$ cat src/rtl/tz_pkg.sv
package tz_pkg;
  typedef enum logic [1:0] {
    ACT_HIZ  = 2'b00,
    ACT_HIGH = 2'b01,
    ACT_LOW  = 2'b10,
    ACT_KEEP = 2'b11
  } tz_act_e;

  localparam logic [2:0] ADDR_SEL    = 3'd0;
  localparam logic [2:0] ADDR_INTEN  = 3'd1;
  localparam logic [2:0] ADDR_ACT    = 3'd2;
  localparam logic [2:0] ADDR_EVCLR  = 3'd3;
  localparam logic [2:0] ADDR_SRCCLR = 3'd4;
endpackage

$ cat src/rtl/tz_sync.sv
module tz_sync #(
  parameter int unsigned WIDTH = 8
) (
  input  logic             clk_i,
  input  logic             rst_ni,
  input  logic [WIDTH-1:0] d_i,
  output logic [WIDTH-1:0] q_o
);
  logic [WIDTH-1:0] s1_q, s2_q;

  // resets to idle (high) so no fault is seen out of reset
  always_ff @(posedge clk_i or negedge rst_ni) begin
    if (!rst_ni) begin
      s1_q <= '1;
      s2_q <= '1;
    end else begin
      s1_q <= d_i;
      s2_q <= s1_q;
    end
  end

  assign q_o = s2_q;
endmodule

$ cat src/rtl/tz_class.sv
module tz_class #(
  parameter int unsigned N_TRIP = 8
) (
  input  logic              clk_i,
  input  logic              rst_ni,
  input  logic [N_TRIP-1:0] fault_i,
  input  logic [N_TRIP-1:0] sel_i,
  input  logic              rel_i,
  input  logic              flag_clr_i,
  input  logic [N_TRIP-1:0] src_clr_i,
  output logic              hit_o,
  output logic              trip_o,
  output logic              flag_o,
  output logic [N_TRIP-1:0] src_o
);
  logic [N_TRIP-1:0] hits;
  logic              trip_q, flag_q;

  assign hits  = fault_i & sel_i;
  assign hit_o = |hits;

  // a fault present on the same edge wins over release or clear
  always_ff @(posedge clk_i or negedge rst_ni) begin
    if (!rst_ni) begin
      trip_q <= 1'b0;
      flag_q <= 1'b0;
    end else begin
      if (hit_o)      trip_q <= 1'b1;
      else if (rel_i) trip_q <= 1'b0;
      if (hit_o)           flag_q <= 1'b1;
      else if (flag_clr_i) flag_q <= 1'b0;
    end
  end

  for (genvar g = 0; g < N_TRIP; g++) begin : g_src
    logic src_q;
    always_ff @(posedge clk_i or negedge rst_ni) begin
      if (!rst_ni)           src_q <= 1'b0;
      else if (hits[g])      src_q <= 1'b1;
      else if (src_clr_i[g]) src_q <= 1'b0;
    end
    assign src_o[g] = src_q;
  end

  assign trip_o = trip_q;
  assign flag_o = flag_q;
endmodule

$ cat src/rtl/tz_out_side.sv
module tz_out_side
  import tz_pkg::*;
#(
  parameter int unsigned N_PAIR = 4
) (
  input  tz_act_e           act_i,
  input  logic              tripped_i,
  input  logic [N_PAIR-1:0] pwm_i,
  output logic [N_PAIR-1:0] lvl_o,
  output logic [N_PAIR-1:0] oe_o
);
  for (genvar g = 0; g < N_PAIR; g++) begin : g_pair
    logic lvl, oe;
    always_comb begin
      lvl = pwm_i[g];
      oe  = 1'b1;
      if (tripped_i) begin
        unique case (act_i)
          ACT_HIZ:  oe  = 1'b0;
          ACT_HIGH: lvl = 1'b1;
          ACT_LOW:  lvl = 1'b0;
          default:  ;
        endcase
      end
    end
    assign lvl_o[g] = lvl;
    assign oe_o[g]  = oe;
  end
endmodule

$ cat src/rtl/tz_trip_ctrl.sv
module tz_trip_ctrl
  import tz_pkg::*;
#(
  parameter  int unsigned N_TRIP = 8,
  parameter  int unsigned N_PAIR = 4,
  localparam int unsigned DW     = 2 * N_TRIP
) (
  input  logic              clk_i,
  input  logic              rst_ni,
  input  logic [N_TRIP-1:0] trip_ni,
  input  logic              prd_end_i,
  input  logic [N_PAIR-1:0] pwm_a_i,
  input  logic [N_PAIR-1:0] pwm_b_i,
  input  logic              wr_en_i,
  input  logic [2:0]        wr_addr_i,
  input  logic [DW-1:0]     wr_data_i,
  output logic [N_PAIR-1:0] pwm_a_o,
  output logic [N_PAIR-1:0] pwm_a_oe_o,
  output logic [N_PAIR-1:0] pwm_b_o,
  output logic [N_PAIR-1:0] pwm_b_oe_o,
  output logic              cbc_flag_o,
  output logic              ost_flag_o,
  output logic [DW-1:0]     src_flag_o,
  output logic              irq_o
);
  logic [N_TRIP-1:0] sel_cbc, sel_ost;
  logic [1:0]        int_en;
  tz_act_e           act_a, act_b;

  always_ff @(posedge clk_i or negedge rst_ni) begin
    if (!rst_ni) begin
      sel_cbc <= '0;
      sel_ost <= '0;
      int_en  <= '0;
      act_a   <= ACT_HIZ;
      act_b   <= ACT_HIZ;
    end else if (wr_en_i) begin
      unique case (wr_addr_i)
        ADDR_SEL: begin
          sel_cbc <= wr_data_i[N_TRIP-1:0];
          sel_ost <= wr_data_i[DW-1:N_TRIP];
        end
        ADDR_INTEN: int_en <= wr_data_i[1:0];
        ADDR_ACT: begin
          act_a <= tz_act_e'(wr_data_i[1:0]);
          act_b <= tz_act_e'(wr_data_i[3:2]);
        end
        default: ;
      endcase
    end
  end

  logic              ev_clr, clr_cbc, clr_ost;
  logic [DW-1:0]     src_clr;
  assign ev_clr  = wr_en_i && (wr_addr_i == ADDR_EVCLR);
  assign clr_cbc = ev_clr && wr_data_i[0];
  assign clr_ost = ev_clr && wr_data_i[1];
  assign src_clr = (wr_en_i && (wr_addr_i == ADDR_SRCCLR)) ? wr_data_i : '0;

  logic [N_TRIP-1:0] trip_s, fault_s;
  tz_sync #(.WIDTH(N_TRIP)) u_sync (
    .clk_i (clk_i),
    .rst_ni(rst_ni),
    .d_i   (trip_ni),
    .q_o   (trip_s)
  );
  assign fault_s = ~trip_s;

  logic cbc_hit, cbc_trip, ost_hit, ost_trip;

  tz_class #(.N_TRIP(N_TRIP)) u_cbc (
    .clk_i     (clk_i),
    .rst_ni    (rst_ni),
    .fault_i   (fault_s),
    .sel_i     (sel_cbc),
    .rel_i     (prd_end_i),
    .flag_clr_i(clr_cbc),
    .src_clr_i (src_clr[N_TRIP-1:0]),
    .hit_o     (cbc_hit),
    .trip_o    (cbc_trip),
    .flag_o    (cbc_flag_o),
    .src_o     (src_flag_o[N_TRIP-1:0])
  );

  tz_class #(.N_TRIP(N_TRIP)) u_ost (
    .clk_i     (clk_i),
    .rst_ni    (rst_ni),
    .fault_i   (fault_s),
    .sel_i     (sel_ost),
    .rel_i     (clr_ost),
    .flag_clr_i(clr_ost),
    .src_clr_i (src_clr[DW-1:N_TRIP]),
    .hit_o     (ost_hit),
    .trip_o    (ost_trip),
    .flag_o    (ost_flag_o),
    .src_o     (src_flag_o[DW-1:N_TRIP])
  );

  // clockless path: raw selected lines act on the pins directly
  logic fault_raw, tripped;
  assign fault_raw = |(~trip_ni & (sel_cbc | sel_ost));
  assign tripped   = cbc_trip | ost_trip | fault_raw;

  tz_out_side #(.N_PAIR(N_PAIR)) u_side_a (
    .act_i    (act_a),
    .tripped_i(tripped),
    .pwm_i    (pwm_a_i),
    .lvl_o    (pwm_a_o),
    .oe_o     (pwm_a_oe_o)
  );

  tz_out_side #(.N_PAIR(N_PAIR)) u_side_b (
    .act_i    (act_b),
    .tripped_i(tripped),
    .pwm_i    (pwm_b_i),
    .lvl_o    (pwm_b_o),
    .oe_o     (pwm_b_oe_o)
  );

  assign irq_o = (cbc_flag_o & int_en[0]) | (ost_flag_o & int_en[1]);
endmodule

$ cat config.mk
export PLATFORM = sky130hd
export DESIGN_NAME = tz_trip_ctrl
export DESIGN_NICKNAME = d
export VERILOG_FILES = /design/src/rtl/tz_pkg.sv /design/src/rtl/tz_sync.sv /design/src/rtl/tz_class.sv /design/src/rtl/tz_out_side.sv /design/src/rtl/tz_trip_ctrl.sv
export SDC_FILE = /design/constraint.sdc
export NUM_CORES = 1
export LEC_CHECK = 0
export BUFFER_PORTS_ARGS = -buffer_cell sky130_fd_sc_hd__buf_2
export CORE_MARGIN = 2
export CORE_UTILIZATION = 56
export DETAILED_ROUTE_END_ITERATION = 10
export HOLD_SLACK_MARGIN = 0.08
export MAX_ROUTING_LAYER = met4
export PLACE_DENSITY = 0.84
export SLEW_MARGIN = 10
export SYNTH_ARGS = -nofsm -noshare
export SYNTH_HDL_FRONTEND = slang
export SYNTH_SLANG_ARGS = --single-unit
$ cat constraint.sdc
create_clock -name clk_i -period 4.7 [get_ports clk_i]
set_clock_uncertainty 0.1 [all_clocks]
set_input_delay 0.94 -clock clk_i [delete_from_list [all_inputs] [get_ports clk_i]]
set_output_delay 0.94 -clock clk_i [all_outputs]
set_load 0.02 [all_outputs]
### Yosys cells after proc, flatten, opt, wreduce, memory -nomap -nowiden

Index checks and enable logic that the tools add are counted.
W data, S select, Z words.

* equality and inequality tests: 8
* mux-type cells: 59
* bitwise logic cells: 11
* reduce and logical (&&, ||, !) cells: 32

Operators with widths (count)
* $mux W1: 50
* $reduce_bool A2 Y1: 19
* $and A8 B8 Y8: 3
* $reduce_or A8 Y1: 3
* $mux W16: 1
* $not A8 Y8: 2
* $pmux W1 S2: 8
* $or A8 B8 Y8: 1
* $eq A3 B2 Y1 const B: 2
* $reduce_and A2 Y1: 3
* $eq A2 B1 Y1 const B: 2
* $eq A2 B2 Y1 const B: 2
* $logic_and A1 B1 Y1: 4
* $logic_not A2 Y1: 2
* $eq A3 B1 Y1 const B: 1
* $eq A3 B3 Y1 const B: 1
* $logic_not A3 Y1: 1
* $or A1 B1 Y1: 3
* $and A1 B1 Y1: 2

* flip-flop bits (word level): 57
* input port bits: 39
* output and inout port bits: 35

### Longest topological paths before layout

* depth after elaboration: 5
* gate-level depth with buffers: 6
* depth with buffers taken out: 4

### Modules after synthesis

Synthesis repeated with hierarchy kept, for this count alone.

* cell total of the unflattened synthesis: 252
* area total of the unflattened synthesis: 2781.4 um^2

Modules (own cells, without submodules)
* tz_trip_ctrl: instances 1, cells each 94, area an instance 1117.3 um^2, seq. area each 550.5 um^2
* tz_class: instances 2, cells each 52, area an instance 480.5 um^2, seq. area each 250.2 um^2
* tz_sync: instances 1, cells each 16, area an instance 420.4 um^2, seq. area each 420.4 um^2
* tz_out_side: instances 2, cells each 19, area an instance 141.4 um^2, seq. area each 0.0 um^2

### Worst setup path before layout

No wires, ideal clock.

* path kind: input to output
* from: input port trip_ni[7]
* to: output port pwm_a_oe_o[0]
* arrival: 1.940 ns
* setup slack: 1.720 ns
* stages: 6
* path through: o21bai_1 -> and4_1 -> buf_2 -> inv_1 -> o21ai_0 -> buf_4

* word-level cells in the longest chain between the ends: 5

RTL lines
* from (decl): line tz_trip_ctrl.sv:10 `input logic [N_TRIP-1:0] trip_ni,`
* $not A8 Y8: line tz_trip_ctrl.sv:101 `assign fault_raw = |(~trip_ni & (sel_cbc | sel_ost));`
* $and A8 B8 Y8: line tz_trip_ctrl.sv:101
* $reduce_or A8 Y1: line tz_trip_ctrl.sv:101
* $or A1 B1 Y1: line tz_trip_ctrl.sv:102 `assign tripped = cbc_trip | ost_trip | fault_raw;`
* $mux W1: line tz_out_side.sv:17 `if (tripped_i) begin`
* to (decl): line tz_trip_ctrl.sv:18 `output logic [N_PAIR-1:0] pwm_a_oe_o,`

Every way passes these cells.

### Worst setup path in the final report

* from: input port trip_ni[4]
* to: output port pwm_b_oe_o[2]

* word-level cells in the longest chain between the ends: 5

RTL lines
* $not A8 Y8: line tz_trip_ctrl.sv:101
* $and A8 B8 Y8: line tz_trip_ctrl.sv:101
* $reduce_or A8 Y1: line tz_trip_ctrl.sv:101
* $or A1 B1 Y1: line tz_trip_ctrl.sv:102
* $mux W1: line tz_out_side.sv:17
* to (decl): line tz_trip_ctrl.sv:20 `output logic [N_PAIR-1:0] pwm_b_oe_o,`

Every way passes these cells.

==> flow_summary.yaml <==
run_status:
  status: "finished, final reports clean"
logic_synthesis:
  synth.avg_cell_area_um2: 11.4
  ys_warn_count: 0
  synth_compound_area_share_pct: 11.8
  ys_ff_latch: 57
  synthMuxAreaShare_pct: 7.45
  syn_inst: 238
  synth_top_family_by_area: "simple AND/OR/NAND/NOR gates"
  synth_fa_ha_area_share_pct: 1.84
  syn_nets: 281
  yosys.area_share.simple_pct: 14.1
  seq_area_frac_synth_pct: 53.2
  synthDistinctLibCells: 28
  syn_area_mm2: 0.00272
  synth_xor_area_share_pct: 0
worst_setup_path:
  worstPathArrival_ps: 2290
  cp.required_ps: 3660
  cp-start-kind: "input port"
  end_kind: "output port"
  cp_max_fo: 9
  path_class: "input port to output port"
power:
  power_leakage_nw: 1.41
  max-vdd-ir-drop_uv: 350
  power_density_mw_per_mm2: 501
finish:
  multi_input_area_um2: 957
  regArea_mm2: 0.00145
  syn_to_final_growth_pct: 16.5
  diodes: 0
  finish.utilization_pct: 67.5
  fin_nets: 331
  fillers: 354
  layout-drive-gt1-share_pct: 44.4
sta:
  finalSetupTns_ps: 0
  setup_slack_ps: 1370
  tightestPinTransition_ps: 852
  setup_violations: 0
  min_period_ps: 3330
  max_freq_ghz: 0.301
  rsz0062_at_grt: "no"
  hold_ws_ps: 256
  finalMaxSlewViolations: 0
  max_slew_margin_pct: 43.0
  finalCritPeriodShare_pct: 70.8
  hold_viol: 0
placed_design:
  pre_cts_ws_ps: 1380
  port_buffers: 73
  dpl.hpwl_um: 4030
  gp_congestion: 0.760
floorplan:
  io_pins: 74
  die_x_um: 73.7
  initial_utilization_pct: 58.0
  die_h_um: 73.7
  placementRows: 25
  die-area_mm2: 0.00543
  core-area_mm2: 0.00469
clocking:
  clk_pin_slew_ps: 60
  cts.sinks: 57
  numCtsBuffers: 9
  cts_hold_buffers: 0
  cts_resized: 0
  cts_tree: "done"
  cts_root_buffer: "clkbuf_8"
  worstSkewPairLatency_ps: 330
  cts_setup_buffers: 0
  cts_buffer_depth: 2
  htreeDepth: 3
global_route:
  antenna_found_initial: 0
  grt_overflow: 0
  grt_pass1_vias: 1814
  grt_usage_pct: 23.0
  grt_max_degree: 58
  grt_pass1_wl_um: 8750
drt:
  vias: 1864
  drt_wl_total_um: 5590
  antenna_left: 0
  wl_per_cell_um: 16.1
  drc: 0
  viasPerCell: 5.37
  first_pass_iters: 5
  drt_iter0_drc: 96
worst_hold_path:
  hp-class: "register to register"
run:
  maxCapViolations: 0
[area by class of cell]
type,instances,area share [%]
Tap cell,54,2.13
Multi-Input combinational cell,133,30.2
Inverter,13,1.54
Clock buffer,11,4.78
Clock inverter,5,3.95
Sequential cell,57,45.6
Timing Repair Buffer,74,11.8
[cell usage after synthesis (all sizes together)]
master / n / share of area (%)
a21o: 16 / 4.4
a22o: 1 / 0.32
and4: 2 / 0.64
and4b: 1 / 0.41
buf: 35 / 9.8
dfrtp: 41 / 38
dfstp: 16 / 15
ha: 4 / 1.8
inv: 13 / 1.8
mux2: 18 / 7.5
nand2: 35 / 4.8
nand2b: 2 / 0.74
nand3: 4 / 0.74
nand4: 1 / 0.23
nor2: 1 / 0.14
nor2b: 16 / 3.7
nor3: 2 / 0.78
nor3b: 2 / 0.97
nor4: 4 / 0.92
o21ai: 6 / 1.1
o21bai: 8 / 2.2
o221ai: 8 / 2.6
o311ai: 2 / 1.2
[sequential cells by signal, indices dropped and copies added (netlist names)]
register	cells
sel_cbc	8
sel_ost	8
u_cbc.g_src.src_q	8
u_ost.g_src.src_q	8
u_sync.q_o	8
u_sync.s1_q	8
act_a	2
act_b	2
int_en	2
u_cbc.flag_o	1
u_cbc.trip_o	1
u_ost.trip_o	1
[metrics by stage]
step / cells / instance area [um^2] / power [mW]
4_1_cts: 347 / 3170 / 1.60
6_report: 347 / 3170 / 1.59
2_1_floorplan: 238 / 2720 / 0.915
5_1_grt: 347 / 3170 / 1.66
3_3_place_gp: 331 / 2890 / 0.951
3_5_place_dp: 331 / 2890 / 0.967
[final timing paths]
kind	startpoint	endpoint	slack [ps]	cells past startpoint
hold reg to reg	u_sync.s1_q[0]	u_sync.q_o[0]	260	0
max in group asynchronous	rst_ni	sel_ost[7]	3400	2
setup / recovery	trip_ni[4]	pwm_b_oe_o[2]	1370	6
hold / removal	u_sync.s1_q[0]	u_sync.q_o[0]	260	0
min in group asynchronous	rst_ni	u_cbc.g_src[4].src_q	640	2
setup reg to reg	u_sync.q_o[3]	u_cbc.trip_o	3300	3
[layout by cell type (no fill, tap or decap), drive strengths merged]
cell type and n:
buf 74, dfrtp 41, nand2 35, mux2 18, nor2b 16, a21o 16
dfstp 16, inv 13, clkbuf 11, o21bai 8, o221ai 8, o21ai 6
nand3 4, nor4 4, ha 4, bufinv 4, and4 2, o311ai 2
nand2b 2, nor3b 2, nor3 2, a22o 1, nor2 1, nand4 1
and4b 1, clkinv 1
[worst max-delay path, cell delays in order]
cell and delay [ps]:
buf_2 100, o21bai_1 150, and4_1 430, inv_1 90
o21ai_0 340, buf_2 240
[cells by family (layout without fill, tap and decap cells)]
family | after synthesis | in the layout
AOI/OAI and AO/OA | 41 | 41
adders and majority gates | 4 | 4
buffers and inverters | 48 | 103
DFF | 57 | 57
muxes | 18 | 18
and+or+nand+nor | 70 | 70
[metal layers]
| layer | global-route usage [%] | up-vias | wire [um] |
|---|---|---|---|
| li1 | - | 888 | - |
| met5 | - | - | 0 |
| met2 | 34.9 | 72 | 2740 |
| met1 | 29.6 | 895 | 2430 |
| met3 | 4.12 | 9 | 302 |
| met4 | 11.7 | 0 | 108 |
[power by group]
part,switching (mW),leakage (nW),total [mW],internal (mW)
Clock,0.197,0.140,0.631,0.434
Combinational,0.211,0.657,0.355,0.145
Sequential,0.0400,0.610,0.603,0.563
Total,0.448,1.41,1.59,1.14
Note: power is estimated with default switching activity, not from simulation.
